==> src/rtl/i2cm_pkg.sv <==
package i2cm_pkg;
  typedef enum logic [2:0] {ST_IDLE, ST_START, ST_BIT, ST_STOP, ST_HOLD} bus_st_t;

  localparam logic [7:0] CODE_START   = 8'h08;
  localparam logic [7:0] CODE_RSTART  = 8'h10;
  localparam logic [7:0] CODE_AW_ACK  = 8'h18;
  localparam logic [7:0] CODE_AW_NACK = 8'h20;
  localparam logic [7:0] CODE_TX_ACK  = 8'h28;
  localparam logic [7:0] CODE_TX_NACK = 8'h30;
  localparam logic [7:0] CODE_ARB     = 8'h38;
  localparam logic [7:0] CODE_AR_ACK  = 8'h40;
  localparam logic [7:0] CODE_AR_NACK = 8'h48;
  localparam logic [7:0] CODE_RX_ACK  = 8'h50;
  localparam logic [7:0] CODE_RX_NACK = 8'h58;
  localparam logic [7:0] CODE_IDLE    = 8'hF8;

  localparam int CB_STA = 5;
  localparam int CB_STO = 4;
  localparam int CB_SI  = 3;
  localparam int CB_AA  = 2;

  localparam logic [1:0] SEL_DAT = 2'd0;
  localparam logic [1:0] SEL_CTL = 2'd1;
  localparam logic [1:0] SEL_DIV = 2'd3;
endpackage

==> src/rtl/i2cm_tick.sv <==
module i2cm_tick #(
  parameter int DIV_W = 8
) (
  input  logic             clk,
  input  logic             rst,
  input  logic [DIV_W-1:0] div,
  output logic             tick
);
  logic [DIV_W-1:0] cnt;

  always_ff @(posedge clk) begin
    if (rst) begin
      cnt  <= '0;
      tick <= 1'b0;
    end else if (cnt >= div) begin
      cnt  <= '0;
      tick <= 1'b1;
    end else begin
      cnt  <= cnt + 1'b1;
      tick <= 1'b0;
    end
  end
endmodule

==> src/rtl/i2c_stat_master.sv <==
module i2c_stat_master
  import i2cm_pkg::*;
#(
  parameter int DIV_W   = 8,
  parameter int DIV_RST = 125,
  parameter int BITS    = 8
) (
  input  logic       clk,
  input  logic       rst,
  input  logic       wr_en,
  input  logic [1:0] wr_sel,
  input  logic [7:0] wr_data,
  output logic [7:0] dat_q,
  output logic [7:0] ctl_q,
  output logic [7:0] stat_q,
  output logic       irq,
  output logic       scl_oe,
  output logic       sda_oe,
  input  logic       scl_in,
  input  logic       sda_in
);
  localparam int CNT_W = $clog2(BITS + 1);
  localparam logic [CNT_W-1:0] LAST = CNT_W'(BITS);

  bus_st_t          st;
  logic [1:0]       ph;
  logic [CNT_W-1:0] bcnt;
  logic [7:0]       shreg;
  logic [DIV_W-1:0] div_q;
  logic             sta, sto, si, aa;
  logic             tx_mode, addr_phase, rw_q, in_txn, lost, ackbit;
  logic             tick, release_w, high_intent;
  logic [7:0]       done_code;

  i2cm_tick #(.DIV_W(DIV_W)) u_tick (.clk(clk), .rst(rst), .div(div_q), .tick(tick));

  assign release_w = wr_en && (wr_sel == SEL_CTL) && !wr_data[CB_SI] && si;
  assign high_intent = (bcnt == LAST) ? !tx_mode : tx_mode;

  always_comb begin
    ctl_q = 8'h00;
    ctl_q[CB_STA] = sta;
    ctl_q[CB_STO] = sto;
    ctl_q[CB_SI]  = si;
    ctl_q[CB_AA]  = aa;
    irq = si;
    if (addr_phase)
      done_code = rw_q ? (ackbit ? CODE_AR_ACK : CODE_AR_NACK)
                       : (ackbit ? CODE_AW_ACK : CODE_AW_NACK);
    else if (tx_mode)
      done_code = ackbit ? CODE_TX_ACK : CODE_TX_NACK;
    else
      done_code = aa ? CODE_RX_ACK : CODE_RX_NACK;
  end

  always_ff @(posedge clk) begin
    if (rst) begin
      st <= ST_IDLE; ph <= '0; bcnt <= '0; shreg <= '0;
      dat_q <= '0; div_q <= DIV_W'(DIV_RST);
      sta <= 1'b0; sto <= 1'b0; si <= 1'b0; aa <= 1'b0;
      tx_mode <= 1'b0; addr_phase <= 1'b0; rw_q <= 1'b0;
      in_txn <= 1'b0; lost <= 1'b0; ackbit <= 1'b0;
      stat_q <= CODE_IDLE; scl_oe <= 1'b0; sda_oe <= 1'b0;
    end else begin
      if (wr_en) begin
        case (wr_sel)
          SEL_DAT: dat_q <= wr_data;
          SEL_CTL: begin
            sta <= wr_data[CB_STA];
            sto <= wr_data[CB_STO];
            aa  <= wr_data[CB_AA];
            if (!wr_data[CB_SI]) begin
              si     <= 1'b0;
              stat_q <= CODE_IDLE;
            end
          end
          SEL_DIV: div_q <= wr_data[DIV_W-1:0];
          default: ;
        endcase
      end
      case (st)
        ST_IDLE: begin
          if (sta && scl_in && sda_in && tick) begin
            st <= ST_START;
            ph <= '0;
          end
        end
        ST_START: if (tick) begin
          ph <= ph + 2'd1;
          case (ph)
            2'd0: sda_oe <= 1'b0;
            2'd1: scl_oe <= 1'b0;
            2'd2: sda_oe <= 1'b1;
            default: begin
              scl_oe     <= 1'b1;
              si         <= 1'b1;
              stat_q     <= in_txn ? CODE_RSTART : CODE_START;
              in_txn     <= 1'b1;
              addr_phase <= 1'b1;
              st         <= ST_HOLD;
            end
          endcase
        end
        ST_HOLD: begin
          if (release_w) begin
            ph <= '0;
            if (lost) begin
              lost   <= 1'b0;
              in_txn <= 1'b0;
              st     <= ST_IDLE;
            end else if (wr_data[CB_STO]) begin
              st <= ST_STOP;
            end else if (wr_data[CB_STA]) begin
              st <= ST_START;
            end else begin
              st   <= ST_BIT;
              bcnt <= '0;
              if (addr_phase) begin
                shreg   <= dat_q;
                tx_mode <= 1'b1;
                rw_q    <= dat_q[0];
              end else begin
                shreg <= tx_mode ? dat_q : 8'h00;
              end
            end
          end
        end
        ST_BIT: if (tick) begin
          ph <= ph + 2'd1;
          case (ph)
            2'd0: sda_oe <= (bcnt == LAST) ? (!tx_mode && aa) : (tx_mode && !shreg[7]);
            2'd1: scl_oe <= 1'b0;
            2'd2: begin
              if (!sda_oe && !sda_in && high_intent) begin
                lost   <= 1'b1;
                scl_oe <= 1'b0;
                sda_oe <= 1'b0;
                si     <= 1'b1;
                stat_q <= CODE_ARB;
                st     <= ST_HOLD;
              end else if (bcnt == LAST) begin
                ackbit <= !sda_in;
              end else if (!tx_mode) begin
                shreg <= {shreg[6:0], sda_in};
              end
            end
            default: begin
              scl_oe <= 1'b1;
              if (bcnt == LAST) begin
                si     <= 1'b1;
                stat_q <= done_code;
                st     <= ST_HOLD;
                if (addr_phase) begin
                  addr_phase <= 1'b0;
                  tx_mode    <= !rw_q;
                end else if (!tx_mode) begin
                  dat_q <= shreg;
                end
              end else begin
                bcnt <= bcnt + 1'b1;
                if (tx_mode) shreg <= {shreg[6:0], 1'b0};
              end
            end
          endcase
        end
        ST_STOP: if (tick) begin
          ph <= ph + 2'd1;
          case (ph)
            2'd0: sda_oe <= 1'b1;
            2'd1: scl_oe <= 1'b0;
            2'd2: sda_oe <= 1'b0;
            default: begin
              sto    <= 1'b0;
              in_txn <= 1'b0;
              st     <= ST_IDLE;
            end
          endcase
        end
        default: st <= ST_IDLE;
      endcase
    end
  end

  // a posted event keeps the clock line pulled low
  assert_hold_low_R5: assert property (@(posedge clk) disable iff (rst)
    (si && !lost) |-> scl_oe);
  // no pending event means the idle code
  assert_idle_code_R6: assert property (@(posedge clk) disable iff (rst)
    !si |-> (stat_q == CODE_IDLE));
  // a newly raised flag always carries an event code
  assert_flag_code_R1: assert property (@(posedge clk) disable iff (rst)
    $rose(si) |-> (stat_q != CODE_IDLE));
  // no data edge while SCL is released inside a bit
  assert_sda_still_R3: assert property (@(posedge clk) disable iff (rst)
    (st == ST_BIT && $past(st) == ST_BIT && !scl_oe && !$past(scl_oe)) |-> $stable(sda_oe));
  // after a lost arbitration both lines are let go
  assert_lost_release_R8: assert property (@(posedge clk) disable iff (rst)
    (si && lost) |-> (!scl_oe && !sda_oe));
endmodule

==> config.mk <==
export PLATFORM = sky130hd
export DESIGN_NAME = i2c_stat_master
export DESIGN_NICKNAME = d
export VERILOG_FILES = /design/src/rtl/i2cm_pkg.sv /design/src/rtl/i2cm_tick.sv /design/src/rtl/i2c_stat_master.sv
export SDC_FILE = /design/constraint.sdc
export NUM_CORES = 1
export LEC_CHECK = 0
export BUFFER_PORTS_ARGS = -buffer_cell sky130_fd_sc_hd__buf_2
export CAP_MARGIN = 10
export CORE_UTILIZATION = 33
export CTS_BUF_LIST = sky130_fd_sc_hd__clkbuf_4 sky130_fd_sc_hd__clkbuf_8
export DETAILED_ROUTE_END_ITERATION = 10
export HOLD_SLACK_MARGIN = 0.02
export SLEW_MARGIN = 40
export SYNTH_ARGS = -nofsm -noshare
export SYNTH_HDL_FRONTEND = slang
export SYNTH_SLANG_ARGS = --single-unit
==> constraint.sdc <==
create_clock -name clk -period 2.2 [get_ports clk]
set_clock_uncertainty 0.05 [all_clocks]
set_input_delay 0.11 -clock clk [delete_from_list [all_inputs] [get_ports clk]]
set_output_delay 0.11 -clock clk [all_outputs]
set_load 0.02 [all_outputs]
# == Word-level counts from Yosys, hierarchy flattened ==
# Index checks and enable logic that the tools add are counted.
# Widths: inputs -> output; s select.
# op_classes
n_reduce_logical,43
n_eq_ne,40
n_bitwise,4
mux,125
div_mod_pow,0
magnitude_cmp,1
n_shift,0
n_addsub,3
multipliers,0
# ops
op,n
$mux 8,28
$pmux 8 s2,4
$mux 1,46
$ne 2x2->1 const B,19
$mux 4,9
$mux 3,9
$ne 3x3->1 const B,8
$reduce_and 8->1,3
$mux 7,3
$reduce_and 10->1,2
$pmux 1 s2,9
$pmux 3 s5,1
$mux 2,6
$pmux 1 s3,4
$reduce_and 6->1,2
$reduce_and 11->1,1
$logic_and 1x1->1,10
$mux 5,2
$reduce_and 5->1,2
$reduce_bool 3->1,3
$add 8x1->8 const B,1
$ge 8x8->1,1
$ne 2x1->1 const B,4
$pmux 4 s2,1
21 further kinds,38
# word_totals
mem_count,0
reg_bits,62
ramBits,0
latch_bits,0
out_inout_bits,27
rom_bits,0
in_bits,15

# == Depth between registers and ports, before layout ==
# depth
word_depth,9
depth_mapped,10
ltp_nobuf,7

# == Modules after synthesis ==
# A second synthesis with hierarchy kept.
# unflattened
hier_cells,428
area_unflattened_um2,3588.4
# by_module_without_submodules
mod,cells_per_inst,area_per_inst_um2,seq_area_each_um2,instances
i2c_stat_master,369,2985.4,1061.0,1
i2cm_tick,59,603.1,180.2,1

# == Worst setup path before layout ==
# OpenSTA, ideal clock, no wires.
# synth_path
path_kind,flip-flop to flip-flop
from,register bcnt[0]
to,register stat_q[0]
path_slack_ns,0.098
n_path_buf,1
path_stages_with_launch,9
synth_period_minus_slack_ns,2.102
arrival_ns,1.936
setup_time_ns,0.115
path_cell_list,dfxtp_1 inv_1 ha_1 and3b_1 buf_4 mux2i_2 a2111oi_0 o21ai_0 and3_1
# synth_via
elab_chain_cells,7
elab_cells_between_ends,8
# synth_lines
item,line_no,text
from (decl),i2c_stat_master.sv:27,logic [CNT_W-1:0] bcnt;
from (signal assigned),i2c_stat_master.sv:160,bcnt <= bcnt + 1'b1;
$eq 4x4->1 (*),"i2c_stat_master.sv:38, i2c_stat_master.sv:149",
$mux 1,i2c_stat_master.sv:38,assign high_intent = (bcnt == LAST) ? !tx_mode : tx_mode;
$logic_and 1x1->1,i2c_stat_master.sv:134,if (!sda_oe && !sda_in && high_intent) begin
$mux 8,i2c_stat_master.sv:134,
$pmux 8 s2 (*),i2c_stat_master.sv:130,case (ph)
$mux 8 (*),i2c_stat_master.sv:128,ST_BIT: if (tick) begin
$pmux 8 s2 (*),i2c_stat_master.sv:81,case (st)
to (signal assigned),i2c_stat_master.sv:97,stat_q <= in_txn ? CODE_RSTART : CODE_START;
to (signal assigned),i2c_stat_master.sv:151,stat_q <= done_code;
to (decl),i2c_stat_master.sv:15,"output logic [7:0] stat_q,"
# Mark *: on every way between the ends. The rest lies on a longest branch, timed or not.
# A chain may end at the register's enable or synchronous reset.

# == Worst setup path in the final report ==
# layout_path
from,register st[2]
to,register shreg[4]
# layout_via
elab_chain_cells,3
elab_cells_between_ends,15
# layout_lines
item,line_no,text
from (decl),i2c_stat_master.sv:25,bus_st_t st;
from (signal assigned),i2c_stat_master.sv:58,st <= ST_IDLE; ph <= '0; bcnt <= '0; shreg <= '0;
from (signal assigned),i2c_stat_master.sv:84,st <= ST_START;
from (signal assigned),i2c_stat_master.sv:100,st <= ST_HOLD;
$eq 3x2->1 / $eq 3x3->1 (equally long branches),i2c_stat_master.sv:81,
$ne 3x3->1 (no source line) (tied with other cells),--,
$reduce_and 11->1 (no source line),--,
to (signal assigned),i2c_stat_master.sv:119,shreg <= dat_q;
to (signal assigned),i2c_stat_master.sv:123,shreg <= tx_mode ? dat_q : 8'h00;
to (signal assigned),i2c_stat_master.sv:144,"shreg <= {shreg[6:0], sda_in};"
to (decl),i2c_stat_master.sv:28,logic [7:0] shreg;
# Parallel ways exist; a longest one is shown, timed or not.

==> flow_summary.rst <==
.. list-table::
   :header-rows: 1

   * - Metric
     - Value
   * - Outcome
     - completed
   * - Path category of the worst min-delay check
     - input pin to flip-flop
   * - Synth Cell Area
     - between 3000 and 4000 um^2
   * - FP Rows
     - 37
   * - Maximum count of clock buffers along a single path
     - 2
   * - Post-Layout Inst Area
     - 4120 um^2
   * - Library cell with the highest instance count after synthesis
     - dfxtp_1
   * - CP arrival
     - approximately 2300 ps
   * - CP cell instances
     - nor3b_2, nand3_1, a221oi_4, buf_6, nor2_1, a311oi_1
   * - Die Area
     - 11000 um^2
   * - Total track usage
     - 0.174
   * - Post-synthesis compound-gate area fraction
     - 0.188
   * - Synthesized area per cell
     - between 8 and 9 um^2
   * - Max Transition Viols Final
     - 0
   * - Post-synthesis adder-cell area fraction
     - 0.0610
   * - Post-route total power
     - approximately 2.3 mW
   * - Die Ht
     - roughly 100 um
   * - Delay of the slowest critical-path stage
     - around 470 ps
   * - Lkg Pwr
     - 1.65 nW
   * - Power density of the placed cells
     - 569 nW/um^2
   * - Worst Setup Slack, final
     - around 140 ps
   * - Clock-pin slew of the registers on the worst-case setup and hold paths
     - 70 ps
   * - H-tree levels
     - 3
   * - Final core utilization
     - 0.401
   * - Total Negative Setup Slacks
     - 0 ps
   * - Clock root buffer
     - clkbuf_8
   * - Top cells by count, synth
     - 62 x dfxtp_1, 49 x nor2_1, 40 x nand2_1
   * - Worst slew margin relative to its limit
     - 0.577
   * - Area delta synth->final
     - 18.2%
   * - Worst slack at placement
     - -17.3 ps
   * - Count of distinct cell types in the synthesized netlist
     - 56
   * - Portion of netlist area occupied by mux cells
     - 0.0481
   * - Clock latency on the worst-skew pair
     - about 350 ps
   * - Die X-Extent
     - ~100 um
   * - Min cycle time layout
     - just over 2000 ps
   * - Placed cell area
     - between 3000 and 4000 um^2
   * - Remaining global-route overflow
     - 0
   * - Fmax
     - 0.487 GHz
   * - Final instance count without filler cells
     - roughly 600
   * - Type of the setup path with the least slack
     - flip-flop to flip-flop
   * - Wire length per cell
     - 15.0 um
   * - Min Hold Slack
     - roughly 76 ps
   * - Antenna-violating nets left
     - 0
   * - Top_reg_cell synth
     - dfxtp_1
   * - DPL Wire Length
     - 6.67 mm
   * - Sequential cell area fraction in the yosys report
     - 0.356
   * - Share of flip-flops with an asynchronous set or reset
     - 0
   * - Vias in the first global route
     - 3079
   * - Core Area
     - between 10000 and 15000 um^2
   * - Count of synthesis-stage warnings from yosys
     - 0
   * - Maximum vdd drop
     - between 0.0002 and 0.00025 V
   * - Last weighted congestion value of the routability-driven placer
     - ~0.9
   * - Via count of the routed design
     - around 3200
   * - Count of clock tree sinks
     - slightly above 60
   * - Number of buffers inserted by port buffering
     - 37
   * - Pin count of the biggest net entering global routing
     - 32
   * - Register-to-register path setup slack
     - 140 ps
   * - Number of nets in the final layout
     - between 400 and 500
   * - Dominant cell type by area after synthesis
     - dfxtp_1
   * - Final clock period utilization by the worst path
     - 0.934
   * - FF+latch count, synth
     - 62
   * - Routed vias/inst
     - around 5.3
   * - Final Hold Violating Endpoints
     - 0
   * - Detailed Routing Iterations Pass 1
     - 4
   * - Post-CTS Repair Setup Buffers
     - 0
   * - Number of synthesized flops with an enable pin
     - 0
   * - Synthesized-area fraction occupied by xor and xnor cells
     - 0.0176
   * - Transition time of the tightest slew-check pin
     - 631 ps
   * - Count of mapped cells out of synthesis
     - between 400 and 500
   * - Library cell contributing the largest single delay on the critical path
     - dfxtp_1
   * - Clock tree from TritonCTS
     - yes
   * - Wire length of the first global-routing pass
     - between 15 and 20 mm
   * - Initial antenna violation count
     - 0
   * - Antenna Diode Count
     - 0
   * - Startpoint types
     - flip-flop
   * - Number of placed I/O pins
     - between 40 and 50
   * - Maximum net fanout on the critical path
     - 15
   * - Combinational family with the most area after synthesis
     - simple AND/OR/NAND/NOR gates
   * - Required time of the worst setup path
     - approximately 2400 ps
   * - Critical path capture point type
     - flip-flop
   * - Effective utilization at floorplan
     - 0.339
   * - Total setup violations reported at the end of the flow
     - 0
   * - Iteration-0 DRC count of the detailed router
     - 186
   * - Routed WL
     - around 9 mm
   * - Share of cells above drive strength 1
     - 0.222
   * - Area fraction in and, or, nand and nor cells after synthesis
     - 0.255
   * - Share of the synthesized area in the top cell type
     - 0.356
   * - Residual DRC
     - 0
   * - Number of buffers created by CTS
     - 9
   * - Count of maximum capacitance violations
     - 0
   * - Largest cells by area after synthesis
     - dfxtp_1 36%, ha_1 6.1%, nor2_1 5.3%
   * - Placed instance count
     - approximately 600
per-layer routing:
metal / share of wire / track usage / vias to the layer above / wire length (um)
met5: 0 / 0 / - / 0
li1: - / - / 1559 / -
met3: 0.041 / 0.0324 / 18 / 373
met1: 0.47 / 0.231 / 1544 / 4290
met2: 0.46 / 0.273 / 74 / 4170
met4: 0.023 / 0.0775 / 0 / 208
path summary, 6_finish.rpt:
check | depth (start not counted) | startpoint | endpoint
worst max-delay path | 6 | st[2] | shreg[4]
worst min-delay path | 3 | wr_data[5] | div_q[5]
worst max register to register | 6 | st[2] | shreg[4]
worst min register to register | 2 | div_q[7] | div_q[7]
layout make-up:
class	instances	area, um^2
well taps	136	170
clock inverters	3	46.3
flip-flops and latches	62	1240
repair buffers	66	424
fillers	1066	6160
clock buffers	11	145
multi-input cells	308	2020
inverters	18	67.6
cells by family (layout without fill, tap and decap cells):
group                    Yosys count  count (layout)
buffers and inverters             52              98
other                              1               4
AND/OR/NAND/NOR                  179             179
AO/OA/AOI/OAI                     85              85
multiplexers                      16              16
flip-flops                        62              62
adder cells (fa/ha/maj)           17              17
XOR/XNOR                           7               7
cells in the final DEF (no fill, tap or decap), drive strengths merged, types with 2 or more instances in the layout:
cell         netlist  routed
a2111oi            2       2
a211oi            15      15
a21o               2       2
a21oi             19      19
a311oi            11      11
a31oi              4       4
and2               2       2
and3               7       7
buf               16      59
clkbuf            18      11
conb               1       4
dfxtp             62      62
dlygate4sd3        0       7
ha                17      17
inv               18      18
mux2               3       3
mux2i             13      13
nand2             41      41
nand2b             6       6
nand3             25      25
nand3b             3       3
nand4              2       2
nor2              49      49
nor2b              7       7
nor3              20      20
nor3b              5       5
o211a              2       2
o211ai             7       7
o21ai             11      11
o311ai             2       2
o31ai              2       2
or2                3       3
or3                4       4
xor2               6       6
flip-flops by register name, indices dropped and copies added, names as in the netlist, 2 cells and up:
name / count
bcnt: 4
dat_q: 8
div_q: 8
ph: 2
shreg: 8
st: 3
stat_q: 8
u_tick.cnt: 8
timing repair:
| item | 4_1_cts | 5_1_grt |
|---|---|---|
| resized for setup | 1 | 8 |
| hold buffers | 7 | 0 |
| endpoints found under the setup margin | 3 | 12 |
| endpoints found under the hold margin | 8 | 0 |
power by group:
part	leakage, nW	switching, mW	internal [mW]
combinational	1.06	0.112	0.0766
sequential	0.503	0.0184	1.14
clock	0.0949	0.439	0.556
total	1.65	0.570	1.78
worst max-delay path: cells and delay by family (launching register included):
kind,cells,cell delay [ps]
simple gates,3,610
buf+inv,1,200
flops,1,470
compound gates,2,620
Note: power is estimated with default switching activity, not from simulation.
